[src/rtl/sdta_pkg.sv]
package sdta_pkg;

    typedef enum logic [1:0] {
        CMD_NOP   = 2'd0,
        CMD_READ  = 2'd1,
        CMD_WRITE = 2'd2
    } sd_cmd_e;

    typedef enum logic {
        ST_IDLE = 1'b0,
        ST_HOLD = 1'b1
    } sched_st_e;

    localparam int DELAY_W = 5;

    typedef struct packed {
        logic [DELAY_W-1:0] delay;
        logic               trunc;
    } wr_plan_t;

    function automatic int burst_len(input logic [1:0] code);
        return 1 << code;
    endfunction

    // s: cycles from the READ to the candidate write cycle T.
    // Result: cycles after T for the WRITE, and whether the burst is cut short.
    function automatic wr_plan_t plan_write(input int s, input int cl,
                                            input int bl, input int gap);
        wr_plan_t p;
        int full;
        int lo;
        full = cl + bl + gap - s;
        lo   = cl + 1 + gap - s;
        if (lo < 2 + gap) lo = 2 + gap;
        p.delay = '0;
        p.trunc = 1'b0;
        if (full > 0) begin
            if (lo < full) begin
                p.delay = DELAY_W'(lo);
                p.trunc = 1'b1;
            end else begin
                p.delay = DELAY_W'(full);
            end
        end
        return p;
    endfunction

endpackage

[src/rtl/sdta_rd_tracker.sv]
module sdta_rd_tracker #(
    parameter int AGE_W = 5
) (
    input  logic             clk,
    input  logic             rst,
    input  logic             issue_rd,
    input  logic [1:0]       cas_lat,
    input  logic [1:0]       bl_sel,
    output logic [AGE_W-1:0] age,
    output logic             rd_data_now
);
    import sdta_pkg::*;

    localparam logic [AGE_W-1:0] AGE_MAX = '1;

    always_ff @(posedge clk) begin
        if (rst)
            age <= AGE_MAX;
        else if (issue_rd)
            age <= '0;
        else if (age != AGE_MAX)
            age <= age + 1'b1;
    end

    always_comb begin
        int a;
        int first;
        a = int'(age);
        first = int'(cas_lat);
        rd_data_now = (age != AGE_MAX) && (a >= first)
                      && (a <= first + burst_len(bl_sel) - 1);
    end

endmodule

[src/rtl/sdta_wr_burst.sv]
module sdta_wr_burst #(
    parameter int LEFT_W = 3
) (
    input  logic       clk,
    input  logic       rst,
    input  logic       start,
    input  logic [1:0] bl_sel,
    output logic       wr_oe,
    output logic       busy
);
    import sdta_pkg::*;

    logic [LEFT_W-1:0] left;

    always_ff @(posedge clk) begin
        if (rst) begin
            wr_oe <= 1'b0;
            left  <= '0;
        end else if (start) begin
            wr_oe <= 1'b1;
            left  <= LEFT_W'(burst_len(bl_sel) - 1);
        end else if (left != '0) begin
            wr_oe <= 1'b1;
            left  <= left - 1'b1;
        end else begin
            wr_oe <= 1'b0;
        end
    end

    assign busy = (left != '0);

endmodule

[src/rtl/sdram_turnaround.sv]
module sdram_turnaround #(
    parameter int BANK_W = 2,
    parameter int COL_W  = 9,
    parameter int AGE_W  = 5
) (
    input  logic              clk,
    input  logic              rst,
    input  logic              req_valid,
    input  logic              req_write,
    input  logic [BANK_W-1:0] req_bank,
    input  logic [COL_W-1:0]  req_col,
    output logic              req_ready,
    input  logic [1:0]        cas_lat,
    input  logic [1:0]        bl_sel,
    input  logic              turn_gap,
    output logic [1:0]        cmd,
    output logic [BANK_W-1:0] cmd_bank,
    output logic [COL_W-1:0]  cmd_col,
    output logic              dqm,
    output logic              wr_oe
);
    import sdta_pkg::*;

    localparam int LEFT_W = 3;

    sched_st_e          st;
    sd_cmd_e            cmd_q;
    logic [DELAY_W-1:0] cnt;
    logic               trunc_q;
    logic [BANK_W-1:0]  pend_bank;
    logic [COL_W-1:0]   pend_col;
    logic [AGE_W-1:0]   age;
    logic               rd_data_now;
    logic               wr_busy;
    logic               accept;
    logic               issue_rd;
    logic               issue_wr;
    logic               go_hold;
    wr_plan_t           plan;
    logic [DELAY_W:0]   mask_hi;

    sdta_rd_tracker #(.AGE_W(AGE_W)) u_rd (
        .clk        (clk),
        .rst        (rst),
        .issue_rd   (issue_rd),
        .cas_lat    (cas_lat),
        .bl_sel     (bl_sel),
        .age        (age),
        .rd_data_now(rd_data_now)
    );

    sdta_wr_burst #(.LEFT_W(LEFT_W)) u_wr (
        .clk   (clk),
        .rst   (rst),
        .start (issue_wr),
        .bl_sel(bl_sel),
        .wr_oe (wr_oe),
        .busy  (wr_busy)
    );

    assign req_ready = (st == ST_IDLE) && !wr_busy;
    assign accept    = req_valid && req_ready;
    assign plan      = plan_write(int'(age) + 1, int'(cas_lat),
                                  burst_len(bl_sel), int'(turn_gap));
    assign mask_hi   = (DELAY_W+1)'(3) + (DELAY_W+1)'(turn_gap);
    assign issue_rd  = accept && !req_write;
    assign go_hold   = accept && req_write && (plan.delay != '0);
    assign issue_wr  = (accept && req_write && (plan.delay == '0))
                       || (st == ST_HOLD && cnt == DELAY_W'(1));

    always_ff @(posedge clk) begin
        if (rst) begin
            st        <= ST_IDLE;
            cmd_q     <= CMD_NOP;
            cnt       <= '0;
            trunc_q   <= 1'b0;
            dqm       <= 1'b0;
            cmd_bank  <= '0;
            cmd_col   <= '0;
            pend_bank <= '0;
            pend_col  <= '0;
        end else begin
            cmd_q <= CMD_NOP;
            dqm   <= 1'b0;
            if (st == ST_IDLE) begin
                if (issue_rd || issue_wr) begin
                    cmd_q    <= issue_rd ? CMD_READ : CMD_WRITE;
                    cmd_bank <= req_bank;
                    cmd_col  <= req_col;
                end else if (go_hold) begin
                    st        <= ST_HOLD;
                    cnt       <= plan.delay;
                    trunc_q   <= plan.trunc;
                    pend_bank <= req_bank;
                    pend_col  <= req_col;
                    dqm       <= plan.trunc && ({1'b0, plan.delay} + 1'b1 <= mask_hi);
                end
            end else begin
                if (cnt == DELAY_W'(1)) begin
                    cmd_q    <= CMD_WRITE;
                    cmd_bank <= pend_bank;
                    cmd_col  <= pend_col;
                    st       <= ST_IDLE;
                end else begin
                    cnt <= cnt - 1'b1;
                    dqm <= trunc_q && ({1'b0, cnt} <= mask_hi);
                end
            end
        end
    end

    assign cmd = cmd_q;


    cmd_code_chk: assert property (@(posedge clk) disable iff (rst)
        cmd != 2'd3);

    write_dqm_low_chk: assert property (@(posedge clk) disable iff (rst)
        cmd == CMD_WRITE |-> !dqm);

    cut_mask_chk: assert property (@(posedge clk) disable iff (rst)
        (cmd == CMD_WRITE && rd_data_now) |-> ($past(dqm) && $past(dqm, 2)));

    first_elem_chk: assert property (@(posedge clk) disable iff (rst)
        (rd_data_now && age == AGE_W'(cas_lat)) |-> !$past(dqm, 2));

    gap_idle_chk: assert property (@(posedge clk) disable iff (rst)
        (cmd == CMD_WRITE && turn_gap) |-> !($past(rd_data_now) && !$past(dqm, 3)));

    bl1_nomask_chk: assert property (@(posedge clk) disable iff (rst)
        bl_sel == 2'd0 |-> !dqm);

    oe_rise_chk: assert property (@(posedge clk) disable iff (rst)
        $rose(wr_oe) |-> cmd == CMD_WRITE);

    no_read_oe_chk: assert property (@(posedge clk) disable iff (rst)
        cmd == CMD_READ |-> !wr_oe);

endmodule

[config.mk]
export PLATFORM = sky130hd
export DESIGN_NAME = sdram_turnaround
export DESIGN_NICKNAME = d
export VERILOG_FILES = /design/src/rtl/sdta_pkg.sv /design/src/rtl/sdta_rd_tracker.sv /design/src/rtl/sdta_wr_burst.sv /design/src/rtl/sdram_turnaround.sv
export SDC_FILE = /design/constraint.sdc
export NUM_CORES = 1
export LEC_CHECK = 0
export ABC_AREA = 1
export CAP_MARGIN = 20
export CORE_UTILIZATION = 30
export CTS_BUF_LIST = sky130_fd_sc_hd__clkbuf_8
export DETAILED_ROUTE_END_ITERATION = 10
export GPL_ROUTABILITY_DRIVEN = 0
export GPL_TIMING_DRIVEN = 0
export PLACE_DENSITY_LB_ADDON = 0.15
export SLEW_MARGIN = 5
export SYNTH_ARGS = -nofsm -noshare
export SYNTH_HDL_FRONTEND = slang
export SYNTH_SLANG_ARGS = --single-unit
[constraint.sdc]
create_clock -name clk -period 5.9 [get_ports clk]
set_input_delay 1.18 -clock clk [delete_from_list [all_inputs] [get_ports clk]]
set_output_delay 1.18 -clock clk [all_outputs]
set_load 0.02 [all_outputs]
==> results of run 1 <==
==> metrics by stage <==
| stage | hold WS [ns] | power (W) | TNS (ns) | util (%) |
|---|---|---|---|---|
| floorplan | 0.446 | 0.00175 | 0 | - |
| finish | 0.473 | 0.00266 | 0 | 39.1 |
| global placement | 0.461 | 0.00215 | -15.19 | 35.8 |
| detailed placement | 0.463 | 0.00218 | -16.36 | 35.8 |
| global route | 0.499 | 0.00297 | -0.0719 | 39.1 |
| CTS | 0.474 | 0.00252 | 0 | 37.9 |
==> timing repair <==
action	CTS	global route
hold endpoints to repair	0	0
endpoints found under the setup margin	32	29
resized for setup	13	27
gates cloned	0	0
pin swaps	6	21
buffers inserted	7	9
==> cells in the mapped netlist, types with 4 or more instances <==
master / number
clkbuf_1: 7
nand2_1: 119
ha_1: 38
dfxtp_1: 41
fa_1: 4
a21oi_1: 16
nand4_1: 5
inv_1: 74
o21ai_0: 25
nand2_2: 5
o211ai_1: 4
nand3_1: 18
xor2_1: 6
nor2_1: 90
==> final cells by class <==
type                       instances  share of cell area, %
multi-input combinational        357                   52.4
sequential                        41                   20.3
timing repair buffer              50                   11.2
inverter                          76                   7.07
tap                              136                   4.22
clock buffer                       5                   1.71
clock inverter                     3                   1.71
buffer                            11                   1.36
==> final timing paths <==
check | to | slack, ns | depth (start not counted)
worst max register to register | dqm | 0.50 | 42
worst max-delay path | dqm | 0.27 | 40
worst min-delay path | trunc_q | 0.47 | 2
worst min register to register | trunc_q | 0.47 | 2
==> flip-flops by register name (all words and copies together), names as in the netlist <==
| register | flops |
|---|---|
| cmd_col | 9 |
| pend_col | 9 |
| cnt | 5 |
| u_rd.age | 5 |
| u_wr.left | 3 |
| cmd | 2 |
| cmd_bank | 2 |
| pend_bank | 2 |
| dqm | 1 |
| st | 1 |
| trunc_q | 1 |
| u_wr.wr_oe | 1 |
==> metal layers <==
metal | track usage, % | up-vias
met2 | 21.2 | 43
met3 | 1.62 | 5
met5 | 0 | -
met4 | 3.02 | 0
li1 | - | 1621
met1 | 20.6 | 1268
==> power groups by stage <==
stage	Combinational [W]	Sequential, W	Clock (W)
final	0.00195	0.000441	0.000273
after global routing	0.00222	0.000456	0.000295
after CTS	0.00180	0.000442	0.000281
after detailed placement	0.00173	0.000448	0
after global placement	0.00170	0.000446	0
after floorplan	0.00125	0.000497	0
==> tightest hold or removal path, delay by kind of cell (launching register included) <==
kind | cells | cell delay, ns
compound gates | 1 | 0.05
flops | 1 | 0.32
simple gates | 1 | 0.06
==> logic make-up after synthesis <==
group / synth area share (%)
compound gates: 9.86
flops: 25.8
xor+xnor: 2.67
buf+inv: 10.7
fa+ha+maj: 17.4
mux: 0.353
simple gates: 33.3
==> flow_metrics.py, run 1 <==
metrics = {
    "status": {
        "status": "finished, final reports clean",
    },
    "clock_network": {
        "clkLatencyLatePin_ns": 0.29,
        "numCtsBuffers": 5,
        "clk_pin_slew_ns": 0.08,
        "ctsRootBufferMaster": "clkbuf_8",
        "clock_path_buffers": 2,
        "cts_sinks": 41,
        "h-tree-depth": 2,
        "tritoncts": "built",
        "holdBufCountCts": 0,
    },
    "layout": {
        "fin_nets": 604,
        "areaGrowthSynthToFinish_pct": 26.6,
        "multi_input_area_sq_um": 2110,
        "seq_area_sq_um": 821,
        "final_cell_mix": "114 x nand2_1, 86 x nor2_1, 74 x inv_1",
        "layout-drive-gt1-share_pct": 14.0,
        "diodes": 0,
        "fin_cells": 679,
        "mostFrequentLayoutCell": "nand2_1",
        "nFillCells": 1109,
        "design_area_sq_um": 4040,
    },
    "timing": {
        "setup_viol": 0,
        "period_share_pct": 95.5,
        "fin_worst_skew_ns": 0.00743,
        "fin_crit_ns": 5.63,
        "tightest_slew_ns": 0.487,
        "slew_viol_final": 0,
        "hold_viol": 0,
        "fin_ws_ns": 0.266,
        "fmax_mhz": 178,
        "slew_headroom_pct": 67.6,
    },
    "synthesis": {
        "synth_edf_count": 0,
        "ys_ff_latch": 41,
        "synth.area.top_cells": "dfxtp_1 26%, ha_1 15%, nand2_1 14%, nor2_1 11%, inv_1 8.7%",
        "synthFlopType": "dfxtp_1",
        "ys_warn_count": 0,
        "syn-cell-area_sq_um": 3190,
        "ys_types": 36,
        "async_flop_share_pct": 0,
        "yosys.area.top_type": "dfxtp_1",
        "synthCells": 485,
        "yosysSeqAreaShare_pct": 25.8,
        "synth_nets": 547,
        "syn_avg_cell_area_sq_um": 6.57,
        "synth_top_area_share_pct": 25.8,
    },
    "power_and_ir_drop": {
        "pwr-share-comb_pct": 73.2,
        "ir_worst_vdd_v": 0.000268,
        "power_density_nw_per_um2": 660,
        "p_seq_share_pct": 16.6,
        "intPower_w": 0.00136,
        "clock_power_share_pct": 10.2,
        "switchingPower_w": 0.00130,
        "sw_frac_of_total_pct": 48.8,
        "cellLeakagePower_nw": 2.06,
    },
    "routing": {
        "drc": 0,
        "routed-wl-met2_mm": 3.29,
        "drtAntennaViolNets": 0,
        "routed_wl_mm": 7.52,
        "wl_per_cell_um": 11.1,
        "firstDrtPassIters": 4,
        "wirelength_met1_mm": 3.97,
        "avgViaCountPerCell": 4.33,
        "drt-initial-drc-count": 119,
        "top_layer": "met4",
        "vias": 2937,
        "met3_wirelength_um": 195,
    },
    "global_routing": {
        "grt_pass1_wl_mm": 12.4,
        "grt_max_degree": 15,
        "grt_usage_pct": 13.9,
        "overflow": 0,
        "antenna_found_initial": 0,
        "grt_pass1_vias": 2558,
    },
    "critical_path": {
        "crit_fanout": 6,
        "crit_family": "adder cells",
        "crit_type": "in2reg",
        "cpPeakStageDelay_ns": 0.40,
        "cpMaxStageDelayCell": "fa_2",
        "reg2reg_from": "u_rd.age[0]",
        "worstPathArrival_ns": 5.86,
        "crit_top_cell": "nand2_1",
        "worstPathRequired_ns": 6.12,
        "start_kind": "input port",
        "endpoint_kind": "flip-flop",
        "critical_path.startpoint": "turn_gap",
        "crit_buf_inv": 5,
    },
    "floorplanning": {
        "core_area_sq_um": 10300,
        "die_y_um": 105,
        "start_util_pct": 30.9,
        "row_count": 37,
        "die_w_um": 105,
        "die_area_sq_um": 11000,
        "boundaryPins": 36,
    },
    "placed_design": {
        "place_inst": 655,
        "hpwl_mm": 5.97,
        "placed_cell_area_sq_um": 3700,
        "place.port_buffers": 34,
        "pre_cts_ws_ns": -0.857,
    },
    "hold_path": {
        "hold_start": "trunc_q",
        "hold_path.class": "reg2reg",
    },
    "job": {
        "cap_violations": 0,
    },
}
Power figures use the tool's default switching activity.
==> run 2: changes to the inputs <==
CTS_CLUSTER_SIZE = 30   (was not set)
==> results of run 2 <==
No change in the layout: final DEF, timing and power equal those of run 1.
==> run 3: changes to the inputs <==
CTS_BUF_LIST = sky130_fd_sc_hd__clkbuf_4   (was sky130_fd_sc_hd__clkbuf_8)
==> flow_metrics.py, run 3 (synthesized netlist as in run 1, its figures left out) <==
metrics = {
    "status": {
        "status": "finished, final reports clean",
    },
    "job": {
        "cap_violations": 0,
    },
    "layout": {
        "fin_nets": 603,
        "diodes": 0,
        "areaGrowthSynthToFinish_pct": 24.5,
        "fin_util_pct": 38.4,
        "nFillCells": 1120,
        "top_regs": "cmd_col x9, pend_col x9",
        "design_area_sq_um": 3970,
        "final_cell_mix": "116 x nand2_1, 87 x nor2_1, 74 x inv_1",
        "layout-drive-gt1-share_pct": 12.9,
        "mostFrequentLayoutCell": "nand2_1",
    },
    "global_routing": {
        "grt_pass1_wl_mm": 12.4,
        "grt_max_degree": 15,
        "grt-busiest-layer": "met2",
        "use_met2_pct": 21.2,
        "antenna_found_initial": 0,
        "met3_usage_pct": 1.81,
        "grt_usage_pct": 13.9,
        "overflow": 0,
        "grt_pass1_vias": 2561,
        "grtUsageMet1_pct": 20.5,
    },
    "timing": {
        "slew_viol_final": 0,
        "hold_viol": 0,
        "fmax_mhz": 178,
        "period_share_pct": 95.4,
        "fin_worst_skew_ns": 0.0111,
        "tns_ns": 0,
        "slew_headroom_pct": 67.2,
        "setup_viol": 0,
        "fin_ws_ns": 0.270,
        "fin_crit_ns": 5.63,
        "tightest_slew_ns": 0.492,
    },
    "floorplanning": {
        "boundaryPins": 36,
        "die_w_um": 105,
        "row_count": 37,
        "die_y_um": 105,
        "start_util_pct": 30.9,
        "core_area_sq_um": 10300,
        "die_area_sq_um": 11000,
    },
    "clock_network": {
        "clk_pin_slew_ns": 0.12,
        "cts_sinks": 41,
        "ctsRootBufferMaster": "clkbuf_4",
        "holdBufCountCts": 0,
        "numCtsBuffers": 5,
        "tritoncts": "built",
        "clock_path_buffers": 2,
        "h-tree-depth": 2,
        "clkLatencyLatePin_ns": 0.36,
    },
    "power_and_ir_drop": {
        "cellLeakagePower_nw": 2.04,
        "pwr-share-comb_pct": 73.8,
        "p_seq_share_pct": 17.2,
        "total_power_w": 0.00257,
        "sw_frac_of_total_pct": 49.3,
        "power_density_nw_per_um2": 647,
        "switchingPower_w": 0.00126,
        "clock_power_share_pct": 9.0,
        "intPower_w": 0.00130,
        "ir_worst_vdd_v": 0.000257,
    },
    "placed_design": {
        "place.port_buffers": 34,
        "pre_cts_ws_ns": -0.857,
        "placed_cell_area_sq_um": 3700,
        "hpwl_mm": 5.97,
    },
    "critical_path": {
        "worstPathArrival_ns": 5.92,
        "worstPathRequired_ns": 6.19,
        "endpoint_kind": "flip-flop",
        "crit_fanout": 7,
        "cpMaxStageDelayCell": "fa_2",
        "start_kind": "input port",
        "cpPeakStageDelay_ns": 0.41,
        "crit_top_cell": "nand2_1",
        "crit_type": "in2reg",
    },
    "hold_path": {
        "hold_path.class": "reg2reg",
    },
    "routing": {
        "drc": 0,
        "avgViaCountPerCell": 4.34,
        "drtAntennaViolNets": 0,
        "drt-initial-drc-count": 102,
        "firstDrtPassIters": 4,
        "vias": 2941,
        "routed_wl_mm": 7.47,
        "wl_per_cell_um": 11.0,
    },
}
-- run 3: cell count changes in the layout (fill, tap and decap cells not counted), sizes merged --
cell	delta
clkbuf	-1
-- run 3: power by group through the flow --
stage / registers, W / logic (W) / clock network (W)
global route: 0.000455 / 0.00215 / 0.000254
CTS: 0.000441 / 0.00179 / 0.000241
detailed placement: 0.000448 / 0.00173 / 0
global placement: 0.000446 / 0.00170 / 0
finish: 0.000441 / 0.00189 / 0.000232
floorplan: 0.000497 / 0.00125 / 0
-- run 3: final cells by class --
class | instances | area (sq um) | area share [%]
Sequential cell | 41 | 821 | 20.7
Inverter | 76 | 285 | 7.19
Buffer | 11 | 55.1 | 1.39
Clock inverter | 3 | 68.8 | 1.74
Tap cell | 136 | 170 | 4.29
Multi-Input combinational cell | 357 | 2090 | 52.6
Clock buffer | 5 | 37.5 | 0.946
Timing Repair Buffer | 49 | 443 | 11.2
-- run 3: critical path: cells and delay by family --
kind                       cells  cell delay [ns]
buffers and inverters          6             0.49
xor gates and xnor gates       1             0.16
and+or+nand+nor               16             1.42
AOI/OAI and AO/OA              8             0.88
adders and majority gates      7             1.82
-- run 3: through the flow --
step	cells	hold WS, ns
2_1_floorplan	485	0.446
3_3_place_gp	655	0.461
3_5_place_dp	655	0.463
4_1_cts	670	0.480
5_1_grt	678	0.505
6_report	678	0.481
-- run 3: path summary, 6_finish.rpt --
check | startpoint | to | slack (ns) | cells after the start
hold reg to reg | trunc_q | trunc_q | 0.48 | 2
setup reg to reg | u_rd.age[0] | dqm | 0.43 | 40
setup / recovery | turn_gap | dqm | 0.27 | 38
hold / removal | trunc_q | trunc_q | 0.48 | 2
-- run 3: timing repair --
action,CTS,global route
pin swaps,4,18
buffers inserted,7,8
endpoints found under the setup margin,28,29
hold endpoints to repair,0,0
resized for setup,12,19
-- run 3: layer usage --
metal | routed length (um) | up-vias | share of wire, %
met2 | 3240 | 40 | 43
met5 | 0 | - | 0
met1 | 3980 | 1280 | 53
met3 | 175 | 5 | 2.3
li1 | - | 1616 | -
met4 | 78 | 0 | 1.0
